**src/rtl/stopctl_pkg.sv**
```systemverilog
package stopctl_pkg;

    typedef enum logic [1:0] {
        ST_RUN  = 2'd0,
        ST_STOP = 2'd1,
        ST_WARM = 2'd2,
        ST_BUS  = 2'd3
    } pm_state_t;

    localparam logic [15:0] UNLOCK_KEY = 16'h1ACC;
    localparam logic [1:0]  MODE_STOP  = 2'b10;

    // control register bit positions
    localparam int F_MODE   = 0;
    localparam int F_TKEEP  = 2;
    localparam int F_FLOAT  = 4;
    localparam int F_REJECT = 7;
    localparam int F_SETTLE = 8;
    localparam int F_KEY    = 16;

endpackage

```
**src/rtl/stopctl_regs.sv**
```systemverilog
module stopctl_regs
    import stopctl_pkg::*;
#(
    parameter int DW     = 32,
    parameter int STAB_W = 8,
    parameter logic [STAB_W-1:0] STAB_DEF = 4
) (
    input  logic              clk,
    input  logic              rst_n,
    input  logic              wr_en,
    input  logic              addr,
    input  logic [DW-1:0]     wdata,
    input  logic              allow,
    input  logic              reject_set,
    output logic [DW-1:0]     rdata,
    output logic [1:0]        mode,
    output logic              tkeep,
    output logic              pin_float,
    output logic [STAB_W-1:0] settle,
    output logic              rtc_en,
    output logic              reject
);

    logic key_ok;
    logic ctl_wr;
    logic rtc_wr;

    assign key_ok = (wdata[F_KEY +: 16] == UNLOCK_KEY);
    assign ctl_wr = allow && wr_en && !addr && key_ok;
    assign rtc_wr = allow && wr_en && addr;

    always_ff @(posedge clk or negedge rst_n) begin
        if (!rst_n) begin
            mode      <= 2'b00;
            tkeep     <= 1'b0;
            pin_float <= 1'b0;
            settle    <= STAB_DEF;
            rtc_en    <= 1'b0;
            reject    <= 1'b0;
        end else begin
            if (ctl_wr) begin
                mode      <= wdata[F_MODE +: 2];
                tkeep     <= wdata[F_TKEEP];
                pin_float <= wdata[F_FLOAT];
                settle    <= wdata[F_SETTLE +: STAB_W];
                reject    <= 1'b0;
            end
            if (rtc_wr) begin
                rtc_en <= wdata[0];
            end
            if (reject_set) begin
                reject <= 1'b1;
            end
        end
    end

    always_comb begin
        rdata = '0;
        if (addr) begin
            rdata[0] = rtc_en;
        end else begin
            rdata[F_MODE +: 2]      = mode;
            rdata[F_TKEEP]          = tkeep;
            rdata[F_FLOAT]          = pin_float;
            rdata[F_REJECT]         = reject;
            rdata[F_SETTLE +: STAB_W] = settle;
        end
    end


    key_guard_chk: assert property (@(posedge clk) disable iff (!rst_n)
        (wr_en && !addr && !key_ok) |=> ($stable(mode) && $stable(tkeep)
                                         && $stable(pin_float) && $stable(settle)));

endmodule

```
**src/rtl/stopctl_fsm.sv**
```systemverilog
module stopctl_fsm
    import stopctl_pkg::*;
#(
    parameter int STAB_W = 8
) (
    input  logic              clk,
    input  logic              rst_n,
    input  logic              sleep_deep,
    input  logic              wfi_req,
    input  logic              wfe_req,
    input  logic              wake_irq,
    input  logic [1:0]        mode,
    input  logic              tkeep,
    input  logic              rtc_en,
    input  logic [STAB_W-1:0] settle,
    output pm_state_t         state,
    output logic              reject_set,
    output logic              cpu_clk_en,
    output logic              ahb_clk_en,
    output logic              apb_clk_en,
    output logic              dbg_clk_en,
    output logic              osc_en
);

    pm_state_t       nxt;
    logic            req;
    logic            entry_ok;
    logic            settled;
    logic [STAB_W:0] cnt;

    assign req      = (state == ST_RUN) && sleep_deep && (wfi_req || wfe_req);
    assign entry_ok = (mode == MODE_STOP) && !tkeep && !rtc_en;
    assign settled  = ((cnt + 1'b1) >= {1'b0, settle});
    assign reject_set = req && !entry_ok;

    // state register
    always_ff @(posedge clk or negedge rst_n) begin
        if (!rst_n) begin
            state <= ST_RUN;
        end else begin
            state <= nxt;
        end
    end

    // settle counter
    always_ff @(posedge clk or negedge rst_n) begin
        if (!rst_n) begin
            cnt <= '0;
        end else if (state == ST_WARM && !settled) begin
            cnt <= cnt + 1'b1;
        end else begin
            cnt <= '0;
        end
    end

    always_comb begin
        nxt = state;
        unique case (state)
            ST_RUN:  if (req && entry_ok) nxt = ST_STOP;
            ST_STOP: if (wake_irq)        nxt = ST_WARM;
            ST_WARM: if (settled)         nxt = ST_BUS;
            ST_BUS:                       nxt = ST_RUN;
        endcase
    end

    // output process
    always_comb begin
        cpu_clk_en = 1'b0;
        ahb_clk_en = 1'b0;
        apb_clk_en = 1'b0;
        dbg_clk_en = 1'b0;
        osc_en     = 1'b0;
        unique case (state)
            ST_RUN: begin
                cpu_clk_en = 1'b1;
                ahb_clk_en = 1'b1;
                apb_clk_en = 1'b1;
                dbg_clk_en = 1'b1;
                osc_en     = 1'b1;
            end
            ST_STOP: ;
            ST_WARM: osc_en = 1'b1;
            ST_BUS: begin
                osc_en     = 1'b1;
                ahb_clk_en = 1'b1;
                apb_clk_en = 1'b1;
            end
        endcase
    end


    entry_legal_chk: assert property (@(posedge clk) disable iff (!rst_n)
        (state == ST_STOP && $past(state) == ST_RUN) |-> $past(entry_ok && sleep_deep));


    reject_cause_chk: assert property (@(posedge clk) disable iff (!rst_n)
        reject_set |=> (state == ST_RUN));


    bus_after_warm_chk: assert property (@(posedge clk) disable iff (!rst_n)
        (state == ST_BUS) |-> ($past(state) == ST_WARM));


    stop_hold_chk: assert property (@(posedge clk) disable iff (!rst_n)
        (state == ST_STOP && !wake_irq) |=> (state == ST_STOP));

endmodule

```
**src/rtl/stopctl_pins.sv**
```systemverilog
module stopctl_pins
    import stopctl_pkg::*;
(
    input  logic      clk,
    input  logic      rst_n,
    input  pm_state_t state,
    input  logic      pin_float,
    output logic      pin_hold,
    output logic      pin_hiz
);

    logic parked;

    assign parked = (state != ST_RUN);

    always_comb begin
        pin_hold = 1'b0;
        pin_hiz  = 1'b0;
        if (parked) begin
            if (pin_float) pin_hiz  = 1'b1;
            else           pin_hold = 1'b1;
        end
    end


    pin_excl_chk: assert property (@(posedge clk) disable iff (!rst_n)
        !(pin_hold && pin_hiz));


    pin_run_chk: assert property (@(posedge clk) disable iff (!rst_n)
        (state == ST_RUN) |-> (!pin_hold && !pin_hiz));

endmodule

```
**src/rtl/stopctl_top.sv**
```systemverilog
module stopctl_top
    import stopctl_pkg::*;
#(
    parameter int DW     = 32,
    parameter int STAB_W = 8,
    parameter logic [STAB_W-1:0] STAB_DEF = 4
) (
    input  logic          clk,
    input  logic          rst_n,
    input  logic          reg_wr,
    input  logic          reg_addr,
    input  logic [DW-1:0] reg_wdata,
    output logic [DW-1:0] reg_rdata,
    input  logic          sleep_deep,
    input  logic          wfi_req,
    input  logic          wfe_req,
    input  logic          wake_irq,
    output logic          cpu_clk_en,
    output logic          ahb_clk_en,
    output logic          apb_clk_en,
    output logic          dbg_clk_en,
    output logic          osc_en,
    output logic          lvd_en,
    output logic          pin_hold,
    output logic          pin_hiz,
    output logic          in_stop
);

    pm_state_t         state;
    logic [1:0]        mode;
    logic              tkeep;
    logic              pin_float;
    logic [STAB_W-1:0] settle;
    logic              rtc_en;
    logic              reject;
    logic              reject_set;
    logic              unused_reject;

    assign unused_reject = reject;

    stopctl_regs #(.DW(DW), .STAB_W(STAB_W), .STAB_DEF(STAB_DEF)) u_regs (
        .clk        (clk),
        .rst_n      (rst_n),
        .wr_en      (reg_wr),
        .addr       (reg_addr),
        .wdata      (reg_wdata),
        .allow      (state == ST_RUN),
        .reject_set (reject_set),
        .rdata      (reg_rdata),
        .mode       (mode),
        .tkeep      (tkeep),
        .pin_float  (pin_float),
        .settle     (settle),
        .rtc_en     (rtc_en),
        .reject     (reject)
    );

    stopctl_fsm #(.STAB_W(STAB_W)) u_fsm (
        .clk        (clk),
        .rst_n      (rst_n),
        .sleep_deep (sleep_deep),
        .wfi_req    (wfi_req),
        .wfe_req    (wfe_req),
        .wake_irq   (wake_irq),
        .mode       (mode),
        .tkeep      (tkeep),
        .rtc_en     (rtc_en),
        .settle     (settle),
        .state      (state),
        .reject_set (reject_set),
        .cpu_clk_en (cpu_clk_en),
        .ahb_clk_en (ahb_clk_en),
        .apb_clk_en (apb_clk_en),
        .dbg_clk_en (dbg_clk_en),
        .osc_en     (osc_en)
    );

    stopctl_pins u_pins (
        .clk       (clk),
        .rst_n     (rst_n),
        .state     (state),
        .pin_float (pin_float),
        .pin_hold  (pin_hold),
        .pin_hiz   (pin_hiz)
    );

    assign in_stop = (state == ST_STOP);
    assign lvd_en  = 1'b1;


    stop_gated_chk: assert property (@(posedge clk) disable iff (!rst_n)
        in_stop |-> (!cpu_clk_en && !ahb_clk_en && !apb_clk_en && !dbg_clk_en && !osc_en && lvd_en));


    cpu_last_chk: assert property (@(posedge clk) disable iff (!rst_n)
        $rose(cpu_clk_en) |-> ($past(ahb_clk_en) && $past(apb_clk_en) && $past(osc_en)));


    osc_first_chk: assert property (@(posedge clk) disable iff (!rst_n)
        $rose(ahb_clk_en) |-> $past(osc_en));

endmodule

```
**config.mk**
```make
export PLATFORM = sky130hd
export DESIGN_NAME = stopctl_top
export DESIGN_NICKNAME = d
export VERILOG_FILES = /design/src/rtl/stopctl_pkg.sv /design/src/rtl/stopctl_regs.sv /design/src/rtl/stopctl_fsm.sv /design/src/rtl/stopctl_pins.sv /design/src/rtl/stopctl_top.sv
export SDC_FILE = /design/constraint.sdc
export NUM_CORES = 1
export LEC_CHECK = 0
export ABC_AREA = 1
export BUFFER_PORTS_ARGS = -buffer_cell sky130_fd_sc_hd__buf_2
export CORE_MARGIN = 2
export CORE_UTILIZATION = 25
export DETAILED_ROUTE_END_ITERATION = 6
export GPL_ROUTABILITY_DRIVEN = 1
export PLACE_DENSITY_LB_ADDON = 0.25
export SLEW_MARGIN = 25
export SYNTH_ARGS = -nofsm -noshare
export SYNTH_HDL_FRONTEND = slang
export SYNTH_HIERARCHICAL = 1
export SYNTH_SLANG_ARGS = --single-unit
```
**constraint.sdc**
```tcl
create_clock -name clk -period 3.8 [get_ports clk]
set_input_delay 0.76 -clock clk [delete_from_list [all_inputs] [get_ports clk]]
set_output_delay 0.76 -clock clk [all_outputs]
set_load 0.01 [all_outputs]
```
==> run summary <==
Metal3 WL = 178 um
Commonest cells post-synth = nand2_1, inv_1, nor2_1, dfrtp_1, buf_4
Initial Utilization = 25.65%
Core area = 0.007214 sq mm
Slew @ Worst Pin = 0.7372 ns
Pwr dens = 335.1 mW/mm^2
PortBufs = 56
CTS sink cnt = 25
First-pass GRT wire length = 6.479 mm
Via/cell ratio = 3.839
Drt total wl = 3.703 mm
Post-synthesis sequential area ratio = 33.87%
Highest layer used for signal routing = met4
Met1 wire length = 1.669 mm
All-Layer GR Usage = 9.348%
DIE WIDTH = 90.04 um
Flop pwr share = 42.6%
Max IR drop VDD = 0.0001238 V
Largest net degree at the start of global routing = 26
Area Growth Syn to Fin = 16.63%
Placer Congestion = 0.7090
TritonRoute pass-1 iters = 4
Die H = 90.04 um
Worst r2r src = u_fsm/cnt[0]$_DFF_PN0_
Die area = 0.008106 sq mm
Required time worst endpoint = 3.96 ns
Predominant post-synthesis flop cell = dfrtp_1
Leak Pwr = 1.255 nW
Clk root buf = clkbuf_8
Max Cap Viol = 0
Worst hold margin = 0.4775 ns
Mapped cell area = 0.001851 sq mm
Synth async-reset ratio = 100.0%
CTS H-Tree Depth = 1
Footprint of the multi-input gates = 894.6 sq um
Area contributors post-synth = dfrtp_1, nand2_1, inv_1
Antenna violations before repair = 0
Initial DRC count = 26
# nets final = 364
Syn Area/Cell = 7.117 sq um
Int Power = 465.4 uW
Status = completed
R2r worst-path depth = 17
Worst-Skew Late Latency = 0.26 ns
Mapped Cells = 260
Vias in the first global route = 1486
Reg clk slew, reported paths = 0.09 ns
Final hold viol count = 0
Register bit count reported by yosys = 25
Layout cell share with drive strength beyond 1 = 23.55%
# rows = 31
Final setup TNS = 0 ns
Routed via count = 1570
Bufs on Longest Clock Path = 2
WL met2 = 1.839 mm
Hpwl dp = 3.087 mm
CP endpoint kind = register
Skew final = 0.002495 ns
Post-DRT Antenna Nets = 0
# hold bufs at CTS = 0
Minimum clock period = 2.555 ns
Hold WC Path Type = in2async
Fmax = 391.4 MHz
Yosys top cell by area = dfrtp_1
I/O Pins = 81
FF-to-FF setup slack = 1.25 ns
Slew margin rel. = 50.64%
Startpoint Class = register
Post-CTS sizing = 0
Antenna cell count = 0
Crit Path Class = reg2reg
Final Setup Violations = 0
Most frequent cell after synthesis = nand2_1
WL/cell = 9.054 um
EDFF count, synth = 0
Switch share = 35.64%
Final worst path period share = 67.24%
CTS tree = done
Net Sw Power = 257.8 uW
Yosys top cell area share = 32.45%
Warnings, synthesis = 6
Drt drc = 0
Cell variety after synth = 30
Clock power share = 21.7%
Worst r2r dst = u_fsm/state[0]$_DFFE_PN0P_
Post-CTS setup buffer count = 0
CP Data Arrival Time = 2.72 ns
Max Fanout on Critical Path = 11
TritonCTS Buffers = 3
Unrepaired setup endpoints after global routing = no
FF+latch area = 626.9 sq um
Fill count = 831
Max Slew Vio Count = 0
Total congestion overflow = 0
Comb pwr share = 35.6%
[through the flow]
step / cell area [sq um] / setup WS, ns / power, mW / utilization [%] / instances
6_report: 2158 / 1.245 / 0.7232 / 29.92 / 409
3_5_place_dp: 2113 / 1.215 / 0.5774 / 29.29 / 405
2_1_floorplan: 1918 / 1.758 / 0.5132 / - / 278
5_1_grt: 2158 / 0.8493 / 0.7867 / 29.92 / 409
4_1_cts: 2158 / 1.179 / 0.7360 / 29.92 / 409
3_3_place_gp: 2113 / 1.266 / 0.5771 / 29.29 / 405
[layout by cell type (no fill, tap or decap), types with 2 or more instances in the layout]
cell type,netlist,final
nand4_1,13,13
dfrtp_1,24,24
buf_2,2,56
conb_1,3,21
nand3_1,5,5
a21oi_1,3,3
mux2_2,2,2
inv_1,49,49
ha_1,13,13
nor2_2,3,3
nand2_1,60,60
nor2_1,42,42
clkbuf_8,0,3
[layout make-up]
type	count	area share [%]
sequential	25	29.04
multi-input combinational	175	41.45
clock buffer	4	2.087
inverter	50	8.696
tap	99	5.739
timing repair buffer	56	12.99
[worst max path at each step]
stage | cells past startpoint | slack (ns) | from | to
floorplan | 17 | 1.76 | u_fsm/cnt[0]$_DFF_PN0_ | u_fsm/state[0]$_DFFE_PN0P_
global placement | 17 | 1.27 | u_fsm/cnt[0]$_DFF_PN0_ | u_fsm/state[1]$_DFFE_PN0P_
detailed placement | 17 | 1.21 | u_fsm/cnt[0]$_DFF_PN0_ | u_fsm/state[1]$_DFFE_PN0P_
CTS | 17 | 1.18 | u_fsm/cnt[0]$_DFF_PN0_ | u_fsm/state[1]$_DFFE_PN0P_
global route | 17 | 0.85 | u_fsm/cnt[0]$_DFF_PN0_ | u_fsm/state[1]$_DFFE_PN0P_
finish | 17 | 1.25 | u_fsm/cnt[0]$_DFF_PN0_ | u_fsm/state[0]$_DFFE_PN0P_
[registers in the layout (all words and copies together) (netlist names)]
register          count
u_regs/mode           2
u_fsm/state           2
u_regs/tkeep          1
u_regs/settle         8
u_regs/reject         1
u_fsm/cnt             9
u_regs/rtc_en         1
u_regs/pin_float      1
[logic make-up (layout without fill, tap and decap cells)]
group | count (synthesis) | count (layout) | share of synthesized area (%)
muxes | 2 | 2 | 1.217
and+or+nand+nor | 130 | 130 | 30.76
adders and majority gates | 13 | 13 | 8.790
other | 3 | 21 | 0.6085
AOI/OAI and AO/OA | 7 | 7 | 2.366
buffers and inverters | 78 | 110 | 21.43
DFF | 25 | 25 | 33.87
xor gates and xnor gates | 2 | 2 | 0.9468
[routing by layer]
| metal | vias to the layer above | GRT usage, % |
|---|---|---|
| li1 | 836 | - |
| met1 | 690 | 12.01 |
| met2 | 42 | 16.85 |
| met3 | 2 | 1.090 |
| met4 | 0 | 1.923 |
| met5 | - | 0 |
[power groups by stage]
stage / Combinational [mW] / Clock [mW] / Sequential (mW)
after floorplan: 0.207 / 0 / 0.307
after global placement: 0.262 / 0 / 0.315
after detailed placement: 0.262 / 0 / 0.315
after CTS: 0.263 / 0.163 / 0.310
after global routing: 0.300 / 0.173 / 0.313
final: 0.258 / 0.157 / 0.308
[worst max-delay path: stages (launching register included)]
cell and delay (ns):
dfrtp_1 0.42, ha_1 0.23, nand2_2 0.10, nor2_2 0.05
xnor2_1 0.22, inv_1 0.08, ha_1 0.29, nand2_1 0.07
nor2_1 0.16, nand2_1 0.07, nand3_1 0.07, nand2_1 0.05
nand2_1 0.06, nand2_1 0.05, nand2_1 0.29, nand2_1 0.12
nand2_1 0.08, nand2_1 0.05
(Power assumes the default switching activity.)
